`src/rtl/scroll_pkg.sv`:
```
package scroll_pkg;
    localparam int ADDR_W = 20;
    localparam int BYTE_W = 8;
    localparam int PAN_W  = 4;
    localparam int OFF_W  = 8;
    localparam int DEP_W  = 3;

    localparam logic [BYTE_W-1:0] RA_STAT = 8'h0A;
    localparam logic [BYTE_W-1:0] RA_SA0  = 8'h10;
    localparam logic [BYTE_W-1:0] RA_SA1  = 8'h11;
    localparam logic [BYTE_W-1:0] RA_SA2  = 8'h12;
    localparam logic [BYTE_W-1:0] RA_PAN  = 8'h18;
    localparam logic [BYTE_W-1:0] RA_OFF  = 8'h1C;

    typedef enum logic [DEP_W-1:0] {
        DEP_1  = 3'd0,
        DEP_2  = 3'd1,
        DEP_4  = 3'd2,
        DEP_8  = 3'd3,
        DEP_15 = 3'd4,
        DEP_16 = 3'd5
    } depth_e;
endpackage

```
`src/rtl/scroll_hostregs.sv`:
```
module scroll_hostregs
    import scroll_pkg::*;
#(
    parameter int AW = ADDR_W,
    parameter int PW = PAN_W,
    parameter int OW = OFF_W
) (
    input  logic              clk,
    input  logic              rst_n,
    input  logic              wr,
    input  logic [BYTE_W-1:0] addr,
    input  logic [BYTE_W-1:0] wdata,
    input  logic              vblank,
    output logic [BYTE_W-1:0] rdata,
    output logic [AW-1:0]     start_addr,
    output logic [PW-1:0]     pan_val,
    output logic [OW-1:0]     line_off
);
    localparam int HI_W = AW - 2 * BYTE_W;

    typedef struct packed {
        logic [BYTE_W-1:0] sa0;
        logic [BYTE_W-1:0] sa1;
        logic [HI_W-1:0]   sa2;
        logic [PW-1:0]     pan;
        logic [OW-1:0]     off;
    } regs_t;

    regs_t r_d, r_q;

    always_comb begin
        r_d = r_q;
        if (wr) begin
            case (addr)
                RA_SA0:  r_d.sa0 = wdata;
                RA_SA1:  r_d.sa1 = wdata;
                RA_SA2:  r_d.sa2 = wdata[HI_W-1:0];
                RA_PAN:  r_d.pan = wdata[PW-1:0];
                RA_OFF:  r_d.off = wdata[OW-1:0];
                default: ;
            endcase
        end
    end

    always_ff @(posedge clk) begin
        if (!rst_n) r_q <= '0;
        else        r_q <= r_d;
    end

    always_comb begin
        rdata = '0;
        case (addr)
            RA_STAT: rdata[BYTE_W-1] = vblank;
            RA_SA0:  rdata = r_q.sa0;
            RA_SA1:  rdata = r_q.sa1;
            RA_SA2:  rdata[HI_W-1:0] = r_q.sa2;
            RA_PAN:  rdata[PW-1:0] = r_q.pan;
            RA_OFF:  rdata[OW-1:0] = r_q.off;
            default: rdata = '0;
        endcase
    end

    assign start_addr = {r_q.sa2, r_q.sa1, r_q.sa0};
    assign pan_val    = r_q.pan;
    assign line_off   = r_q.off;

    a_r2_low_byte: assert property (@(posedge clk) disable iff (!rst_n)
        wr && addr == RA_SA0 |=> start_addr[BYTE_W-1:0] == $past(wdata));

    a_r2_mid_byte: assert property (@(posedge clk) disable iff (!rst_n)
        wr && addr == RA_SA1 |=> start_addr[2*BYTE_W-1:BYTE_W] == $past(wdata));

    a_r4_status: assert property (@(posedge clk) disable iff (!rst_n)
        addr == RA_STAT |-> rdata == {vblank, {(BYTE_W-1){1'b0}}});

    a_r10_pan_upper: assert property (@(posedge clk) disable iff (!rst_n)
        addr == RA_PAN |-> rdata[BYTE_W-1:PW] == '0);
endmodule

```
`src/rtl/scroll_frame_latch.sv`:
```
module scroll_frame_latch #(
    parameter int AW = 20,
    parameter int OW = 8
) (
    input  logic          clk,
    input  logic          rst_n,
    input  logic          frame_start,
    input  logic          line_start,
    input  logic [AW-1:0] start_in,
    input  logic [OW-1:0] line_off,
    output logic [AW-1:0] fetch_addr
);
    typedef struct packed {
        logic [AW-1:0] work;
        logic [AW-1:0] base;
        logic          first;
    } fl_t;

    fl_t s_d, s_q;

    always_comb begin
        s_d = s_q;
        if (frame_start) begin
            s_d.work = start_in;
            if (line_start) begin
                s_d.base  = start_in;
                s_d.first = 1'b0;
            end else begin
                s_d.first = 1'b1;
            end
        end else if (line_start) begin
            if (s_q.first) begin
                s_d.base  = s_q.work;
                s_d.first = 1'b0;
            end else begin
                s_d.base = s_q.base + AW'(line_off);
            end
        end
    end

    always_ff @(posedge clk) begin
        if (!rst_n) begin
            s_q.work  <= '0;
            s_q.base  <= '0;
            s_q.first <= 1'b1;
        end else begin
            s_q <= s_d;
        end
    end

    assign fetch_addr = s_q.base;

    a_r5_hold: assert property (@(posedge clk) disable iff (!rst_n)
        !frame_start && !line_start |=> $stable(fetch_addr));

    a_r6_first_line: assert property (@(posedge clk) disable iff (!rst_n)
        frame_start && !line_start ##1 line_start && !frame_start
        |=> fetch_addr == $past(start_in, 2));

    a_r7_step: assert property (@(posedge clk) disable iff (!rst_n)
        line_start && !frame_start && !s_q.first
        |=> fetch_addr == AW'($past(fetch_addr) + AW'($past(line_off))));

    a_r11_coincide: assert property (@(posedge clk) disable iff (!rst_n)
        frame_start && line_start |=> fetch_addr == $past(start_in));
endmodule

```
`src/rtl/scroll_pan_latch.sv`:
```
module scroll_pan_latch #(
    parameter int PW = 4,
    parameter int DW = 3
) (
    input  logic          clk,
    input  logic          rst_n,
    input  logic          line_start,
    input  logic [PW-1:0] pan_in,
    input  logic [DW-1:0] depth,
    output logic [PW-1:0] pix_skip
);
    localparam int NARROW = PW;

    typedef struct packed {
        logic [PW-1:0] skip;
    } pl_t;

    pl_t p_d, p_q;
    logic [PW-1:0] mask;

    always_comb begin
        mask = '0;
        for (int i = 0; i < NARROW; i++) begin
            if (int'(depth) == i) mask = PW'((1 << (PW - i)) - 1);
        end
    end

    always_comb begin
        p_d = p_q;
        if (line_start) p_d.skip = pan_in & mask;
    end

    always_ff @(posedge clk) begin
        if (!rst_n) p_q <= '0;
        else        p_q <= p_d;
    end

    assign pix_skip = p_q.skip;

    a_r8_hold: assert property (@(posedge clk) disable iff (!rst_n)
        !line_start |=> $stable(pix_skip));

    a_r8_full_load: assert property (@(posedge clk) disable iff (!rst_n)
        line_start && depth == '0 |=> pix_skip == $past(pan_in));

    a_r9_wide_depth: assert property (@(posedge clk) disable iff (!rst_n)
        line_start && int'(depth) >= NARROW |=> pix_skip == '0);
endmodule

```
`src/rtl/scroll_addr_unit.sv`:
```
module scroll_addr_unit
    import scroll_pkg::*;
(
    input  logic              clk,
    input  logic              rst_n,
    input  logic              host_wr,
    input  logic [BYTE_W-1:0] host_addr,
    input  logic [BYTE_W-1:0] host_wdata,
    output logic [BYTE_W-1:0] host_rdata,
    input  logic              vblank,
    input  logic              frame_start,
    input  logic              line_start,
    input  logic [DEP_W-1:0]  pix_depth,
    output logic [ADDR_W-1:0] fetch_addr,
    output logic [PAN_W-1:0]  pix_skip
);
    logic [ADDR_W-1:0] start_reg;
    logic [PAN_W-1:0]  pan_reg;
    logic [OFF_W-1:0]  off_reg;

    scroll_hostregs #(.AW(ADDR_W), .PW(PAN_W), .OW(OFF_W)) u_regs (
        .clk        (clk),
        .rst_n      (rst_n),
        .wr         (host_wr),
        .addr       (host_addr),
        .wdata      (host_wdata),
        .vblank     (vblank),
        .rdata      (host_rdata),
        .start_addr (start_reg),
        .pan_val    (pan_reg),
        .line_off   (off_reg)
    );

    scroll_frame_latch #(.AW(ADDR_W), .OW(OFF_W)) u_frame (
        .clk         (clk),
        .rst_n       (rst_n),
        .frame_start (frame_start),
        .line_start  (line_start),
        .start_in    (start_reg),
        .line_off    (off_reg),
        .fetch_addr  (fetch_addr)
    );

    scroll_pan_latch #(.PW(PAN_W), .DW(DEP_W)) u_pan (
        .clk        (clk),
        .rst_n      (rst_n),
        .line_start (line_start),
        .pan_in     (pan_reg),
        .depth      (pix_depth),
        .pix_skip   (pix_skip)
    );
endmodule

```
`config.mk`:
```
export PLATFORM = sky130hd
export DESIGN_NAME = scroll_addr_unit
export DESIGN_NICKNAME = d
export VERILOG_FILES = /design/src/rtl/scroll_pkg.sv /design/src/rtl/scroll_hostregs.sv /design/src/rtl/scroll_frame_latch.sv /design/src/rtl/scroll_pan_latch.sv /design/src/rtl/scroll_addr_unit.sv
export SDC_FILE = /design/constraint.sdc
export NUM_CORES = 1
export LEC_CHECK = 0
export ABC_CLOCK_PERIOD_IN_PS = 3700
export BUFFER_PORTS_ARGS = -buffer_cell sky130_fd_sc_hd__clkbuf_2
export CAP_MARGIN = 20
export CORE_MARGIN = 2
export CORE_UTILIZATION = 63
export DETAILED_ROUTE_END_ITERATION = 6
export PLACE_DENSITY_LB_ADDON = 0.08
export SETUP_SLACK_MARGIN = 0.5
export SKIP_CTS_REPAIR_TIMING = 1
export SLEW_MARGIN = 20
export SYNTH_ARGS = -nofsm -noshare
export SYNTH_HDL_FRONTEND = slang
export SYNTH_SLANG_ARGS = --single-unit
```
`constraint.sdc`:
```
create_clock -name clk -period 3.7 [get_ports clk]
set_clock_uncertainty 0.1 [all_clocks]
set_input_delay 0.185 -clock clk [delete_from_list [all_inputs] [get_ports clk]]
set_output_delay 0.185 -clock clk [all_outputs]
set_load 0.1 [all_outputs]
```
==> results.sh, run 1 <==
export IMPL_hold_viol_final=1
export IMPL_routedWlPerCell_um=16.1
export IMPL_yosys_warnings=0
export IMPL_cts_htree_levels=3
export IMPL_final_nets=587
export IMPL_rsz0062_at_grt="no"
export IMPL_synth_edff_count=0
export IMPL_dpl_hpwl_mm=7.42
export IMPL_postPlaceCellArea_um2=4500
export IMPL_holdCritPathClass="input port to flip-flop"
export IMPL_drive_gt1_share_pct=17.7
export IMPL_clk_latency_ps=360
export IMPL_grt_overflow_total=0
export IMPL_synthArstFlopShare_pct=0
export IMPL_met1_length_mm=4.75
export IMPL_fin_ws_ps=1060
export IMPL_period_share_pct=71.3
export IMPL_fp_row_count=30
export IMPL_fillers=556
export IMPL_powerDensity_nw_per_um2=355
export IMPL_max_cap_violations=0
export IMPL_drv_slew=0
export IMPL_timing_hold_ws_ps=-7.75
export IMPL_dr_first_iter_drc_count=230
export IMPL_synth_top_cell_by_area="dfxtp_1"
export IMPL_drt_pass1_iter_count=5
export IMPL_start_util_pct=64.6
export IMPL_fp_dieH_um=87.2
export IMPL_n_antenna_cell=0
export IMPL_clock_sinks=77
export IMPL_chipWidth_um=87.2
export IMPL_cp_start_kind="input port"
export IMPL_outcome="complete, but fails checks"
export IMPL_cp_max_fo=9
export IMPL_critical_path_arrival_ps=2350
export IMPL_synth_seq_cells=77
export IMPL_multiInputGateArea_um2=2510
export IMPL_p_leak_uw=0.00185
export IMPL_clockRootBuffer="clkbuf_8"
export IMPL_end_kind="output pin"
export IMPL_fmax_mhz=379
export IMPL_syn_inst=530
export IMPL_ff_latch_area_um2=1540
export IMPL_wirelength_mm=10.3
export IMPL_design_area_um2=4720
export IMPL_avgSynthCellArea_um2=8.23
export IMPL_relSlewSlack_pct=39.6
export IMPL_area_growth_pct=8.23
export IMPL_grt_pass1_wl_mm=16.6
export IMPL_post_synth_num_cell_types=60
export IMPL_wl_met2_mm=4.85
export IMPL_seq_area_frac_synth_pct=35.3
export IMPL_yosysTopAreaCellShare_pct=35.3
export IMPL_synth_ff_type="dfxtp_1"
export IMPL_syn_cell_area_um2=4360
export IMPL_dieArea_um2=7600
export IMPL_place_port_buffers=56
export IMPL_setup_violations=0
export IMPL_critPathKind="input port to output pin"
export IMPL_core_area_um2=6760
export IMPL_post_place_ws_ps=1060
export IMPL_grt_max_degree=50
export IMPL_clockBufferDepth=2
export IMPL_ir_worst_vdd_uv=219
export IMPL_grt_use_total_pct=27.8
export IMPL_syn_nets=564
export IMPL_top_layer_used="met4"
export IMPL_cts_buffers=9
export IMPL_tns_ps=0
export IMPL_routed_via_density=5.98
export IMPL_routabilityCongestion=0.869
export IMPL_crit_required_ps=3410
export IMPL_synth_area_leaders="dfxtp_1 (35%), mux2i_1 (6.2%), nand2_1 (5.9%)"
export IMPL_fin_total_pwr_uw=1680
export IMPL_met3_length_um=549
export IMPL_worst_pin_slew_ps=906
export IMPL_violations="hold timing"
export IMPL_io_pins=57
export IMPL_antenna_left=0
export IMPL_period_minus_slack_ps=2640
export IMPL_route_detailed_drc=0
export IMPL_grt_pass1_vias=3406
export IMPL_clkTransAtPathRegs_ps=90
export IMPL_cts_tree="done"
export IMPL_dr_total_vias=3818
export IMPL_antenna_found_initial=0
[where the power goes]
group	internal [uW]	switching [uW]	leakage [uW]
Clock	259	361	0.0000903
Combinational	62.2	147	0.00114
Sequential	838	11.1	0.000622
Total	1160	519	0.00185
[worst paths after layout]
check / endpoint / depth (start not counted) / slack [ps] / start
worst max register to register: u_frame.fetch_addr[18] / 9 / 1290 / u_regs.line_off[0]
worst max-delay path: host_rdata[4] / 8 / 1060 / host_addr[7]
worst min-delay path: u_regs.start_addr[4] / 3 / -8 / host_wdata[4]
worst min register to register: u_regs.start_addr[7] / 2 / 370 / u_regs.start_addr[7]
[area by class of cell]
cell class	count	share of cell area [%]
Tap cell	80	2.12
Inverter	9	0.716
Sequential cell	77	32.7
Clock buffer	9	2.62
Clock inverter	7	1.35
Timing Repair Buffer	64	7.37
Multi-Input combinational cell	392	53.2
[synthesized netlist by cell type, types with 5 or more instances]
cell type  instances
clkbuf_1          22
o21ai_0           32
mux2_2             8
nand2b_1          15
a21oi_1           23
nor3_1             8
a31oi_1            5
o21a_1             6
buf_4             21
nor2_1            28
nor2b_1           26
nand3_1           35
inv_1              8
a21boi_0          23
dfxtp_1           77
nand2_1           69
buf_2              7
ha_1               8
and3_1             6
mux2i_1           27
[kinds of logic after synthesis]
family | count (synthesis) | share of synthesized area (%)
compound gates | 135 | 21.0
flops | 77 | 35.3
buf+inv | 61 | 7.26
fa+ha+maj | 9 | 2.75
mux | 35 | 8.26
simple gates | 208 | 24.4
xor+xnor | 5 | 1.00
[stage by stage]
| step | utilization (%) | std cells |
|---|---|---|
| finish | 69.9 | 638 |
| CTS | 69.4 | 635 |
| global placement | 66.6 | 619 |
| global route | 69.9 | 638 |
| detailed placement | 66.6 | 619 |
| floorplan | - | 530 |
[per-layer routing]
metal	global-route usage [%]	vias up
li1	-	1905
met1	38.4	1776
met2	45.0	120
met3	4.83	17
met4	7.83	0
met5	0	-
[registers in the layout, indices dropped and copies added (netlist names)]
name and count:
u_regs.line_off 8, u_regs.pan_val 4, u_regs.start_addr 20, u_pan.pix_skip 4, u_frame.s_q 21, u_frame.fetch_addr 20
[cell usage in the layout (no fill, tap or decap), types with 5 or more instances in the layout]
cell      netlist  final
nor2_1         28     28
nor2b_1        26     26
mux2_2          8      8
nand3_1        35     35
clkbuf_2        0     56
o21a_1          6      6
inv_1           8      8
a21boi_0       23     23
ha_1            8      8
dfxtp_1        77     77
nand2b_1       15     15
buf_4          21      5
a21oi_1        23     23
o21ai_1         4     10
clkbuf_8        0      9
a31oi_1         5      5
nor3_1          8      8
mux2i_1        27     27
o21ai_0        32     26
nand2_1        69     69
and3_1          6      6
[worst max-delay path: stages]
cell and delay (ps):
clkbuf_2 90, nor3_2 250, nand3b_1 190, nor4bb_2 740, buf_4 280, nand2_1 60
o21ai_1 90, clkbuf_2 470
No activity file was read; power rests on OpenSTA's default activity.
==> run 2: changes to the inputs <==
Settings changed: ABC_AREA from default to 1, ABC_CLOCK_PERIOD_IN_PS 3700 to 2500, CORE_UTILIZATION 63 to 58.
Clock period 3.7 ns to 2.5 ns, I/O delays scaled along.
==> results.sh, run 2 <==
export IMPL_cts_buffers=9
export IMPL_grt_overflow_total=0
export IMPL_rr_endpoint="u_frame.fetch_addr[18]"
export IMPL_avgSynthCellArea_um2=6.84
export IMPL_synth_area_leaders="dfxtp_1 (36%), nand2_1 (12%), a21oi_1 (8.5%)"
export IMPL_design_area_um2=4790
export IMPL_final_common_cell="nand2_1"
export IMPL_synth_edff_count=0
export IMPL_timing_hold_ws_ps=-12.8
export IMPL_largest_reg_flops=21
export IMPL_tns_ps=0
export IMPL_n_antenna_cell=0
export IMPL_route_detailed_drc=0
export IMPL_period_share_pct=78.4
export IMPL_r2r_cells=11
export IMPL_synth_most_common_cell="nand2_1"
export IMPL_crit_start="u_regs.start_addr[11]"
export IMPL_drv_slew=0
export IMPL_syn_nets=664
export IMPL_r2r_slack_ps=600
export IMPL_syn_cell_area_um2=4310
export IMPL_drt_pass1_iter_count=5
export IMPL_relSlewSlack_pct=47.0
export IMPL_synth_top_cell_by_area="dfxtp_1"
export IMPL_final_nets=697
export IMPL_io_pins=57
export IMPL_clk_latency_ps=360
export IMPL_syn_inst=630
export IMPL_fp_dieH_um=90.2
export IMPL_most_common_layout_cells="nand2_1 (138), a21oi_1 (73), o21ai_0 (73)"
export IMPL_routed_via_density=5.70
export IMPL_place_port_buffers=56
export IMPL_setup_violations=0
export IMPL_ir_worst_vdd_uv=271
export IMPL_crit_end="host_rdata[3]"
export IMPL_violations="hold timing"
export IMPL_clkTransAtPathRegs_ps=80
export IMPL_grt_pass1_vias=4041
export IMPL_fp_row_count=31
export IMPL_dpl_hpwl_mm=8.57
export IMPL_antenna_found_initial=0
export IMPL_wirelength_mm=12.1
export IMPL_powerDensity_nw_per_um2=535
export IMPL_synthArstFlopShare_pct=0
export IMPL_routabilityCongestion=0.918
export IMPL_clockBufferDepth=2
export IMPL_period_minus_slack_ps=1960
export IMPL_cts_tree="done"
export IMPL_fmax_mhz=510
export IMPL_start_util_pct=59.7
export IMPL_clock_sinks=77
export IMPL_hold_viol_final=2
export IMPL_critical_path_arrival_ps=1730
export IMPL_clockRootBuffer="clkbuf_8"
export IMPL_critPathKind="flip-flop to output pin"
export IMPL_synth_ff_type="dfxtp_1"
export IMPL_dieArea_um2=8130
export IMPL_yosys_top_cells_count="nand2_1 (141), dfxtp_1 (77), a21oi_1 (73), o21ai_0 (73), inv_1 (55)"
export IMPL_seq_area_frac_synth_pct=35.8
export IMPL_end_kind="output pin"
export IMPL_p_leak_uw=0.00202
export IMPL_regMostFlops="u_frame.s_q"
export IMPL_dr_total_vias=4372
export IMPL_outcome="complete, but fails checks"
export IMPL_cp_start_kind="flip-flop"
export IMPL_post_synth_num_cell_types=42
export IMPL_core_area_um2=7210
export IMPL_chipWidth_um=90.2
export IMPL_fillers=680
export IMPL_synth_seq_cells=77
export IMPL_cts_htree_levels=3
export IMPL_holdCritPathClass="input port to flip-flop"
export IMPL_crit_required_ps=2280
export IMPL_drive_gt1_share_pct=19.3
export IMPL_worst_pin_slew_ps=794
export IMPL_cp_max_fo=3
export IMPL_yosysTopAreaCellShare_pct=35.8
export IMPL_grt_max_degree=55
export IMPL_rsz0062_at_grt="yes"
export IMPL_postPlaceCellArea_um2=4480
export IMPL_grt_use_total_pct=30.3
export IMPL_dr_first_iter_drc_count=327
export IMPL_yosys_warnings=0
export IMPL_grt_pass1_wl_mm=19.7
export IMPL_area_growth_pct=11.2
export IMPL_max_cap_violations=0
export IMPL_routedWlPerCell_um=15.8
export IMPL_worstReg2RegStart="u_regs.line_off[0]"
export IMPL_antenna_left=0
## run 2: cell families after synthesis
family | count (synthesis) | share of synthesized area, %
AO/OA/AOI/OAI | 180 | 22.7
adder cells (fa/ha/maj) | 9 | 2.79
XOR/XNOR | 4 | 0.814
flip-flops | 77 | 35.8
buffers and inverters | 113 | 12.1
AND/OR/NAND/NOR | 247 | 25.9
## run 2: metal layers
| layer | wire [um] | track usage, % | vias to the layer above |
|---|---|---|---|
| li1 | - | - | 2147 |
| met1 | 5380 | 41.8 | 2001 |
| met2 | 5290 | 46.8 | 190 |
| met3 | 1090 | 4.78 | 34 |
| met4 | 355 | 13.7 | 0 |
| met5 | 0 | 0 | - |
## run 2: area by class of cell
class | count | area, um^2 | area share [%]
clock buffer | 10 | 128 | 2.67
clock inverter | 6 | 45.0 | 0.941
inverter | 66 | 248 | 5.18
multi-input combinational | 440 | 2290 | 47.9
sequential | 77 | 1550 | 32.3
tap | 99 | 124 | 2.59
timing repair buffer | 69 | 400 | 8.36
## run 2: worst min path at each step
stage,from,endpoint,slack [ps],depth (start not counted)
after floorplan,host_wdata[0],u_regs.start_addr[0],160,2
after global placement,host_wdata[7],u_regs.start_addr[7],300,3
after detailed placement,host_wdata[7],u_regs.start_addr[7],310,3
after CTS,pix_depth[1],u_pan.pix_skip[3],-60,4
after global routing,pix_depth[2],u_pan.pix_skip[0],10,4
final,host_wdata[5],u_regs.start_addr[5],-10,3
## run 2: report_power, final
group	switching (uW)	internal, uW	leakage, uW
logic	326	88.5	0.00131
registers	32.6	1250	0.000628
clock network	499	366	0.0000793
## run 2: worst max-delay path: stages (launching register included)
cell,delay [ps]
dfxtp_1,410
inv_1,80
o21ai_0,280
a211o_1,150
clkbuf_2,450
## run 2: metrics by stage
step | std cells | hold WS (ps) | setup WS [ps] | power, uW | util, %
2_1_floorplan | 630 | 160 | 115 | 1640 | -
3_3_place_gp | 743 | 298 | 521 | 1710 | 62.1
3_5_place_dp | 743 | 306 | 462 | 1710 | 62.1
4_1_cts | 759 | -62.0 | 440 | 2550 | 64.4
5_1_grt | 767 | 14.1 | 442 | 2640 | 66.4
6_report | 767 | -12.8 | 541 | 2560 | 66.4
